==> src/rtl/dma_arb_pkg.sv <==
package dma_arb_pkg;

   typedef enum logic {
      XFER_SINGLE = 1'b0,
      XFER_BURST  = 1'b1
   } xfer_kind_e;

endpackage

==> src/rtl/dma_arb_swreq.sv <==
module dma_arb_swreq #(
   parameter  int NUM_CH = 32,
   localparam int CH_W   = (NUM_CH > 1) ? $clog2(NUM_CH) : 1
) (
   input  logic              clk,
   input  logic              rst_n,
   input  logic [NUM_CH-1:0] set_i,
   input  logic              done_i,
   input  logic [CH_W-1:0]   done_ch_i,
   output logic [NUM_CH-1:0] pend_o
);

   logic [NUM_CH-1:0] retire;

   // Decode of the completion pulse into a per-channel clear mask.
   for (genvar c = 0; c < NUM_CH; c++) begin : g_retire
      assign retire[c] = done_i && (done_ch_i == CH_W'(c));
   end

   always_ff @(posedge clk or negedge rst_n) begin
      if (!rst_n) begin
         pend_o <= '0;
      end else begin
         pend_o <= (pend_o & ~retire) | set_i;
      end
   end

   // a completion on a channel with no new post leaves it idle.
   a_r6_retire_clears : assert property (@(posedge clk) disable iff (!rst_n)
      (done_i && !set_i[done_ch_i]) |=> !pend_o[$past(done_ch_i)]);

endmodule

==> src/rtl/dma_arb_qualify.sv <==
module dma_arb_qualify #(
   parameter int NUM_CH = 32
) (
   input  logic [NUM_CH-1:0] per_single_i,
   input  logic [NUM_CH-1:0] per_burst_i,
   input  logic [NUM_CH-1:0] sw_pend_i,
   input  logic [NUM_CH-1:0] chan_en_i,
   input  logic [NUM_CH-1:0] req_mask_i,
   input  logic [NUM_CH-1:0] burst_only_i,
   input  logic [NUM_CH-1:0] hi_prio_i,
   output logic [NUM_CH-1:0] req_hi_o,
   output logic [NUM_CH-1:0] req_lo_o,
   output logic [NUM_CH-1:0] burst_o,
   output logic [NUM_CH-1:0] wait_o
);

   import dma_arb_pkg::*;

   for (genvar c = 0; c < NUM_CH; c++) begin : g_chan
      logic       single_ok;
      logic       periph_req;
      logic       any_req;
      xfer_kind_e kind;

      assign single_ok  = per_single_i[c] && !burst_only_i[c];
      assign periph_req = (per_burst_i[c] || single_ok) && !req_mask_i[c];
      assign any_req    = chan_en_i[c] && (sw_pend_i[c] || periph_req);
      assign kind       = (sw_pend_i[c] || per_burst_i[c]) ? XFER_BURST : XFER_SINGLE;

      assign req_hi_o[c] = any_req && hi_prio_i[c];
      assign req_lo_o[c] = any_req && !hi_prio_i[c];
      assign burst_o[c]  = (kind == XFER_BURST);
      assign wait_o[c]   = chan_en_i[c] && !req_mask_i[c] && burst_only_i[c]
                           && per_single_i[c] && !per_burst_i[c];
   end

   // a disabled channel never raises a request at either level.
   a_r1_disabled_quiet : assert final (((req_hi_o | req_lo_o) & ~chan_en_i) == '0);

endmodule

==> src/rtl/dma_arb_pick.sv <==
module dma_arb_pick #(
   parameter  int NUM_CH          = 32,
   parameter  bit LOW_INDEX_FIRST = 1'b1,
   localparam int CH_W            = (NUM_CH > 1) ? $clog2(NUM_CH) : 1
) (
   input  logic [NUM_CH-1:0] vec_i,
   output logic              any_o,
   output logic [CH_W-1:0]   idx_o
);

   assign any_o = |vec_i;

   if (LOW_INDEX_FIRST) begin : g_low
      always_comb begin
         idx_o = '0;
         for (int c = NUM_CH - 1; c >= 0; c--) begin
            if (vec_i[c]) idx_o = CH_W'(c);
         end
      end
   end else begin : g_high
      always_comb begin
         idx_o = '0;
         for (int c = 0; c < NUM_CH; c++) begin
            if (vec_i[c]) idx_o = CH_W'(c);
         end
      end
   end

   // the selected index is itself a requesting channel.
   a_r5_pick_is_set : assert final (!any_o || vec_i[idx_o]);

endmodule

==> src/rtl/dma_req_arbiter.sv <==
module dma_req_arbiter #(
   parameter  int NUM_CH          = 32,
   parameter  bit LOW_INDEX_FIRST = 1'b1,
   localparam int CH_W            = (NUM_CH > 1) ? $clog2(NUM_CH) : 1
) (
   input  logic              clk,
   input  logic              rst_n,
   input  logic [NUM_CH-1:0] per_single_i,
   input  logic [NUM_CH-1:0] per_burst_i,
   input  logic [NUM_CH-1:0] sw_req_set_i,
   input  logic [NUM_CH-1:0] chan_en_i,
   input  logic [NUM_CH-1:0] req_mask_i,
   input  logic [NUM_CH-1:0] burst_only_i,
   input  logic [NUM_CH-1:0] hi_prio_i,
   input  logic              engine_busy_i,
   input  logic              xfer_done_i,
   input  logic [CH_W-1:0]   xfer_done_ch_i,
   output logic              grant_valid_o,
   output logic [CH_W-1:0]   grant_ch_o,
   output logic              grant_burst_o,
   output logic [NUM_CH-1:0] wait_req_o
);

   if (NUM_CH < 2 || NUM_CH > 1024) begin : g_bad_cfg
      $error("dma_req_arbiter: NUM_CH must lie in 2..1024");
   end

   logic [NUM_CH-1:0] sw_pend;
   logic [NUM_CH-1:0] req_hi;
   logic [NUM_CH-1:0] req_lo;
   logic [NUM_CH-1:0] burst_vec;
   logic [NUM_CH-1:0] wait_now;
   logic              hi_any;
   logic              lo_any;
   logic [CH_W-1:0]   hi_idx;
   logic [CH_W-1:0]   lo_idx;
   logic              take;
   logic [CH_W-1:0]   win_ch;

   dma_arb_swreq #(.NUM_CH(NUM_CH)) u_swreq (
      .clk       (clk),
      .rst_n     (rst_n),
      .set_i     (sw_req_set_i),
      .done_i    (xfer_done_i),
      .done_ch_i (xfer_done_ch_i),
      .pend_o    (sw_pend)
   );

   dma_arb_qualify #(.NUM_CH(NUM_CH)) u_qual (
      .per_single_i (per_single_i),
      .per_burst_i  (per_burst_i),
      .sw_pend_i    (sw_pend),
      .chan_en_i    (chan_en_i),
      .req_mask_i   (req_mask_i),
      .burst_only_i (burst_only_i),
      .hi_prio_i    (hi_prio_i),
      .req_hi_o     (req_hi),
      .req_lo_o     (req_lo),
      .burst_o      (burst_vec),
      .wait_o       (wait_now)
   );

   dma_arb_pick #(.NUM_CH(NUM_CH), .LOW_INDEX_FIRST(LOW_INDEX_FIRST)) u_pick_hi (
      .vec_i (req_hi),
      .any_o (hi_any),
      .idx_o (hi_idx)
   );

   dma_arb_pick #(.NUM_CH(NUM_CH), .LOW_INDEX_FIRST(LOW_INDEX_FIRST)) u_pick_lo (
      .vec_i (req_lo),
      .any_o (lo_any),
      .idx_o (lo_idx)
   );

   assign take   = !engine_busy_i && !grant_valid_o && (hi_any || lo_any);
   assign win_ch = hi_any ? hi_idx : lo_idx;

   always_ff @(posedge clk or negedge rst_n) begin
      if (!rst_n) begin
         grant_valid_o <= 1'b0;
         grant_ch_o    <= '0;
         grant_burst_o <= 1'b0;
         wait_req_o    <= '0;
      end else begin
         grant_valid_o <= take;
         grant_ch_o    <= take ? win_ch : '0;
         grant_burst_o <= take && burst_vec[win_ch];
         wait_req_o    <= wait_now;
      end
   end

   // Sampled copies of the qualified request view, kept for the checks below.
   logic [NUM_CH-1:0] en_q;
   logic [NUM_CH-1:0] hi_q;
   logic [NUM_CH-1:0] req_q;
   always_ff @(posedge clk or negedge rst_n) begin
      if (!rst_n) begin
         en_q  <= '0;
         hi_q  <= '0;
         req_q <= '0;
      end else begin
         en_q  <= chan_en_i;
         hi_q  <= req_hi;
         req_q <= req_hi | req_lo;
      end
   end

   a_r7_single_pulse : assert property (@(posedge clk) disable iff (!rst_n)
      grant_valid_o |=> !grant_valid_o);

   a_r7_busy_blocks : assert property (@(posedge clk) disable iff (!rst_n)
      engine_busy_i |=> !grant_valid_o);

   a_r1_grant_enabled : assert property (@(posedge clk) disable iff (!rst_n)
      grant_valid_o |-> en_q[grant_ch_o]);

   a_r4_high_wins : assert property (@(posedge clk) disable iff (!rst_n)
      (grant_valid_o && (hi_q != '0)) |-> hi_q[grant_ch_o]);

   a_r5_grant_requested : assert property (@(posedge clk) disable iff (!rst_n)
      grant_valid_o |-> req_q[grant_ch_o]);

   a_r8_idle_fields_zero : assert property (@(posedge clk) disable iff (!rst_n)
      !grant_valid_o |-> (grant_ch_o == '0 && !grant_burst_o));

endmodule

==> config.mk <==
export PLATFORM = sky130hd
export DESIGN_NAME = dma_req_arbiter
export DESIGN_NICKNAME = d
export VERILOG_FILES = /design/src/rtl/dma_arb_pkg.sv /design/src/rtl/dma_arb_swreq.sv /design/src/rtl/dma_arb_qualify.sv /design/src/rtl/dma_arb_pick.sv /design/src/rtl/dma_req_arbiter.sv
export SDC_FILE = /design/constraint.sdc
export NUM_CORES = 1
export LEC_CHECK = 0
export BUFFER_PORTS_ARGS = -buffer_cell sky130_fd_sc_hd__clkbuf_2
export CAP_MARGIN = 20
export CELL_PAD_IN_SITES_DETAIL_PLACEMENT = 2
export CELL_PAD_IN_SITES_GLOBAL_PLACEMENT = 2
export CORE_ASPECT_RATIO = 0.9
export CORE_MARGIN = 10
export CORE_UTILIZATION = 25
export CTS_CLUSTER_DIAMETER = 120
export CTS_CLUSTER_SIZE = 20
export DETAILED_ROUTE_END_ITERATION = 10
export PLACE_DENSITY = 0.88
export SLEW_MARGIN = 20
export SYNTH_ARGS = -nofsm -noshare
export SYNTH_HDL_FRONTEND = slang
export SYNTH_SLANG_ARGS = --single-unit
==> constraint.sdc <==
create_clock -name clk -period 5.43 [get_ports clk]
set_input_delay 0.543 -clock clk [delete_from_list [all_inputs] [get_ports clk]]
set_output_delay 0.543 -clock clk [all_outputs]
set_load 0.02 [all_outputs]
* Yosys cells after proc, flatten, opt, wreduce, memory -nomap -nowiden
Index checks and enable logic that the tools add are counted.
Word-level totals: register bits 71, output and inout port bits 39
Operators by class: reduce and logical (&&, ||, !) cells 553, order comparisons 1, bitwise logic cells 3, muxes and demuxes 100, equality and inequality tests 31
Operators with widths (count):
- 2-to-1 mux 5 bit | 66
- logical AND 1 bit | 323
- logical NOT 1 bit | 130
- logical OR 1 bit | 97
- equality test 5 bit (second input constant) | 16
- OR reduction 32 bit | 2
- equality test 5 x 4 -> 1 bit (second input constant) | 8
- 2-to-1 mux 1 bit | 33
- bitwise AND 32 bit | 1
- inverter 32 bit | 1
- bitwise OR 32 bit | 1
- equality test 5 x 3 -> 1 bit (second input constant) | 4
- equality test 5 x 2 -> 1 bit (second input constant) | 2
- less-than comparator 5 x 6 -> 1 bit (second input constant) | 1
- binary-select mux 1 bit (select 5 bit) | 1
- equality test 5 x 1 -> 1 bit (second input constant) | 1
- logical NOT 5 bit | 1

* Logic depth before layout (Yosys ltp)
depth after elaboration 43, depth in mapped cells 12, mapped depth without buffers 11

* By module
A second synthesis with hierarchy kept.
Unflattened totals: cells, all modules 734, area total of the unflattened synthesis 6252.2 um^2
By module, submodules not included:
- dma_arb_qualify | sequential area each 0.0 um^2, area each 2532.4 um^2, cells each 352, instances 1
- dma_arb_swreq | sequential area each 800.8 um^2, area each 1496.4 um^2, cells each 142, instances 1
- dma_req_arbiter | sequential area each 975.9 um^2, area each 1452.6 um^2, cells each 110, instances 1
- dma_arb_pick | sequential area each 0.0 um^2, area each 385.4 um^2, cells each 65, instances 2

* Worst setup path after synthesis
Ideal clock, no wire load.
path type input to register, start point input port per_burst_i[17], end point register grant_burst_o, cell stages on the path 11, path slack 2.239 ns, buffers on the path 0, required time 5.298 ns, data arrival time 3.058 ns, cells stage by stage or2_1 -> o2111a_1 -> nor2b_1 -> a211o_1 -> a2111oi_2 -> a211oi_2 -> nor2_4 -> mux2_1 -> mux4_2 -> nand3b_1 -> nand4_1
Between the ends: cells in the longest elaborated chain, start to end 27, elaborated cells on any way between the ends 52, classes of those cells 40 x mux; 12 x reduce/logical
Ends and longest elaborated chain:
- start, declared | line dma_req_arbiter.sv:9 | input logic [NUM_CH-1:0] per_burst_i,
- logical OR 1 bit | line dma_arb_qualify.sv:26 | assign periph_req = (per_burst_i[c] || single_ok) && !req_mask_i[c];
- logical AND 1 bit | line dma_arb_qualify.sv:26
- logical OR 1 bit | line dma_arb_qualify.sv:27 | assign any_req = chan_en_i[c] && (sw_pend_i[c] || periph_req);
- logical AND 1 bit | line dma_arb_qualify.sv:27
- logical AND 1 bit, on equally long branches | line dma_arb_qualify.sv:31, dma_arb_qualify.sv:30
- 2-to-1 mux 5 bit (18 in a row) | line dma_arb_pick.sv:17 | if (vec_i[c]) idx_o = CH_W'(c);
- 2-to-1 mux 5 bit | line dma_req_arbiter.sv:76 | assign win_ch = hi_any ? hi_idx : lo_idx;
- binary-select mux 1 bit (select 5 bit) | line dma_req_arbiter.sv:87 | grant_burst_o <= take && burst_vec[win_ch];
- 2-to-1 mux 1 bit (implied by the code) | line dma_req_arbiter.sv:87
- logical AND 1 bit * | line dma_req_arbiter.sv:87
- end signal, assigned | line dma_req_arbiter.sv:87
- end, declared | line dma_req_arbiter.sv:20 | output logic grant_burst_o,
Mark *: on every way between the ends. The rest lies on a longest branch, timed or not. The select of a mux whose other input is x is not followed.

* Final worst setup path
start point register u_swreq.pend_o[18], end point register grant_burst_o
Between the ends: cells in the longest elaborated chain, start to end 26, elaborated cells on any way between the ends 52, classes of those cells 42 x mux; 10 x reduce/logical
Ends and longest elaborated chain:
- start, declared | line dma_arb_swreq.sv:10 | output logic [NUM_CH-1:0] pend_o
- start signal, assigned | line dma_arb_swreq.sv:24 | pend_o <= (pend_o & ~retire) | set_i;
- logical OR 1 bit | line dma_arb_qualify.sv:27
- logical AND 1 bit | line dma_arb_qualify.sv:27
- logical AND 1 bit, on equally long branches | line dma_arb_qualify.sv:31, dma_arb_qualify.sv:30
- 2-to-1 mux 5 bit (19 in a row) | line dma_arb_pick.sv:17
- 2-to-1 mux 5 bit | line dma_req_arbiter.sv:76
- binary-select mux 1 bit (select 5 bit) | line dma_req_arbiter.sv:87
- 2-to-1 mux 1 bit (implied by the code) | line dma_req_arbiter.sv:87
- logical AND 1 bit * | line dma_req_arbiter.sv:87
Marks and branches as above.

==> summary.md <==
| Metric | Value |
|---|---|
| Clk slew on worst S/H paths | 0.06 ns |
| Nets | 1105 |
| Final Cycle Share | a little under three quarters |
| Synth cell types | 65 |
| Layout fillers | 2472 |
| Iteration-0 DRC Markers | 348 |
| Antenna Violating Nets Remaining | 0 |
| # rows | 50 |
| Synth-to-layout area growth | 36.9% |
| Asr flop ratio synth | 100% |
| FF+latch count, synth | 71 |
| GPL Wtd Cong | around 0.91 |
| Drt drc | 0 |
| Clock Skew | 0.00862 ns |
| Clock root buffer master | clkbuf_16 |
| Commonest non-fill, non-tap cell in the layout | clkbuf_2 |
| Net Sw Frac | between 30% and 40% |
| Final setup TNS | 0 ns |
| Die W | 174 um |
| Post-synthesis instance area | 0.00532 mm2 |
| Boundary pin count | ~270 |
| First-pass iteration count of the detailed router | 5 |
| Cell count of the worst reg-to-reg path | 11 |
| Crit path max fanout | 17 |
| Maximum clock rate | between 0.2 and 0.3 GHz |
| MaxCap Viol Count | 0 |
| Routed wire length per instance | 23.8 um |
| Post-placement cell area | 0.00701 mm2 |
| CTS tree | done |
| Most frequent cells in the layout | clkbuf_2 (270), dfrtp_1 (71), nand2b_1 (55), nor2_1 (51), o2111ai_1 (46) |
| Worst skew pair latency | about 0.34 ns |
| Startpoint class of the critical path | flop |
| Pins Over Slew Limit | 0 |
| Worst Setup End Kind | flop |
| I/O Buffers | 271 |
| Final instance area | 0.00728 mm2 |
| Post-CTS resize count | 0 |
| Run status | finished, final reports clean |
| Reg area | 0.00178 mm2 |
| Endpoints failing hold | 0 |
| Pleak | between 0.003 and 0.004 uW |
| Tmin final | 3.91 ns |
| Post-Synthesis Cells | 595 |
| Die Span Y | around 160 um |
| RSZ-0062 raised after global routing | false |
| EDFF count, synth | 0 |
| Gr ovfl total | 0 |
| Share of cells above drive strength 1 | 35.4% |
| Number of setup violations in the final report | 0 |
| Core ar. | 0.0209 mm2 |
| Post-Route WL | 27.6 mm |
| WP data arrival | 4.11 ns |
| Pwr Density | 202 mW/mm2 |
| H-Tree Depth | 3 |
| Clock sink count | 71 |
| Crit path kind | flop to flop |
| Ys Warns | 0 |
| Max-slew headroom | 44.8% |
| Comb pwr share | 24.4% |
| Initial antenna violation count | 3 |
| First-pass GRT wire length | around 41 mm |
| Vias | 6150 |
| Largest net degree at the start of global routing | 72 |
| Avg Cell Area, Syn | 8.94 um2 |
| Starting Density | around 25% |
| Post-CTS Hold Buffers | 0 |
| Worst hold-check path type | input port to async pin |
| Multi-input logic area | 0.00339 mm2 |
| Syn_nets | 828 |
| Detailed placer's ending HPWL | about 24 mm |
| WP data required | roughly 5.6 ns |
| RR Startpoint | u_swreq.pend_o[18]$_DFF_PN0_ |
| Die area | 0.0275 mm2 |
| Tightest Pin Transition | 0.808 ns |
| Clock tree buffer depth | 2 |
| R2r endpoint | grant_burst_o$_DFF_PN0_ |
| Setup repair bufs after CTS | 0 |
| Max rail drop VDD | 0.124 mV |
| Vias per Instance | 5.29 |
| Seq/Total Area, Yosys | about a third |
| Reg2Reg Setup Slack | roughly 1.5 ns |
| Sw power | 456 uW |
| Clock share of power | 38.6% |
| GRT Total Usage | 19.4% |
| TritonCTS buffer count | 9 |
| P_int | between 1000 and 1500 uW |
| Sequential power share | 37.0% |
| Top_reg_cell synth | dfrtp_1 |
| Vias in the first global route | 7098 |
-- worst max-delay path by stage --
stage / slack, ns / endpoint / start / depth (start not counted)
floorplan: 2.24 / grant_burst_o$_DFF_PN0_ / per_burst_i[17] / 11
global placement: 1.48 / grant_burst_o$_DFF_PN0_ / per_burst_i[18] / 12
detailed placement: 1.36 / grant_burst_o$_DFF_PN0_ / per_burst_i[18] / 12
CTS: 1.54 / grant_burst_o$_DFF_PN0_ / u_swreq.pend_o[18]$_DFF_PN0_ / 11
global route: 1.35 / grant_burst_o$_DFF_PN0_ / u_swreq.pend_o[14]$_DFF_PN0_ / 11
finish: 1.52 / grant_burst_o$_DFF_PN0_ / u_swreq.pend_o[18]$_DFF_PN0_ / 11
-- layout make-up --
class | instances | share of cell area [%]
sequential | 71 | 24.4
clock inverter | 1 | 0.0687
timing repair buffer | 271 | 18.7
clock buffer | 13 | 3.57
inverter | 33 | 1.70
tap | 286 | 4.91
multi-input combinational | 486 | 46.6
antenna | 2 | 0.0687
-- layer usage --
layer  wire length [um]  track usage, %  vias to the layer above
met5                 16               0                        -
met4                500            5.04                        2
met3               1890            6.20                       35
met2              13600            34.5                      203
met1              11600            22.2                     3068
li1                   -               -                     2842
-- per-stage QoR --
stage | hold slack [ns] | setup slack [ns] | utilization, % | std cells | total power (uW)
finish | 0.230 | 1.52 | 34.9 | 1163 | 1470
detailed placement | 0.477 | 1.36 | 33.6 | 1147 | 910
global route | 0.284 | 1.35 | 34.8 | 1161 | 1540
CTS | 0.367 | 1.54 | 34.8 | 1161 | 1490
global placement | 0.464 | 1.48 | 33.6 | 1147 | 897
floorplan | 0.247 | 2.24 | - | 595 | 719
-- Yosys cell counts, types with 3 or more instances --
cell,n,area (um2)
nand3b_1,5,37.5
clkbuf_1,4,15.0
mux2i_1,5,50.1
nand4_1,12,75.1
inv_1,33,124
and3_1,3,18.8
a211oi_1,4,30.0
nand2_1,35,131
nor3_1,3,15.0
and2_1,5,31.3
a211o_1,3,26.3
a21oi_1,7,35.0
o22ai_1,5,31.3
nor2_1,51,191
nor4_1,3,18.8
nor2b_1,39,244
nand2b_1,55,344
o211ai_1,12,90.1
or2_2,4,25.0
o2111a_1,18,203
o2111ai_1,46,403
and4_1,31,272
dfrtp_1,71,1780
mux2_1,5,56.3
o21ai_0,18,90.1
o31ai_1,6,45.0
or2_1,30,188
a21o_1,18,135
nand3_1,14,70.1
-- cell families after synthesis --
logic type	count (synthesis)	synth area share, %
AND/OR/NAND/NOR	306	34.5
AO/OA/AOI/OAI	164	25.4
flip-flops	71	33.4
buffers and inverters	38	2.82
multiplexers	16	3.83
-- worst max-delay path, stage by stage (launching register included) --
cell	delay [ns]
dfrtp_1	0.38
or2_1	0.29
o2111ai_1	0.54
nand4_1	0.35
nor4_4	0.51
nand2_2	0.12
a211oi_2	0.29
nor2_4	0.21
mux2_1	0.38
mux4_2	0.50
nand3b_1	0.10
nand4_1	0.09
-- power by group through the flow --
stage          Combinational (uW)  Clock (uW)  Sequential (uW)
2_1_floorplan                 157           0              561
3_3_place_gp                  344           0              553
3_5_place_dp                  357           0              553
4_1_cts                       360         589              544
5_1_grt                       394         602              545
6_report                      359         567              544
-- state kept, by name (all words and copies together) (netlist names) --
name,cells
grant_burst_o,1
wait_req_o,32
u_swreq.pend_o,32
grant_valid_o,1
grant_ch_o,5
Note: power is estimated with default switching activity, not from simulation.
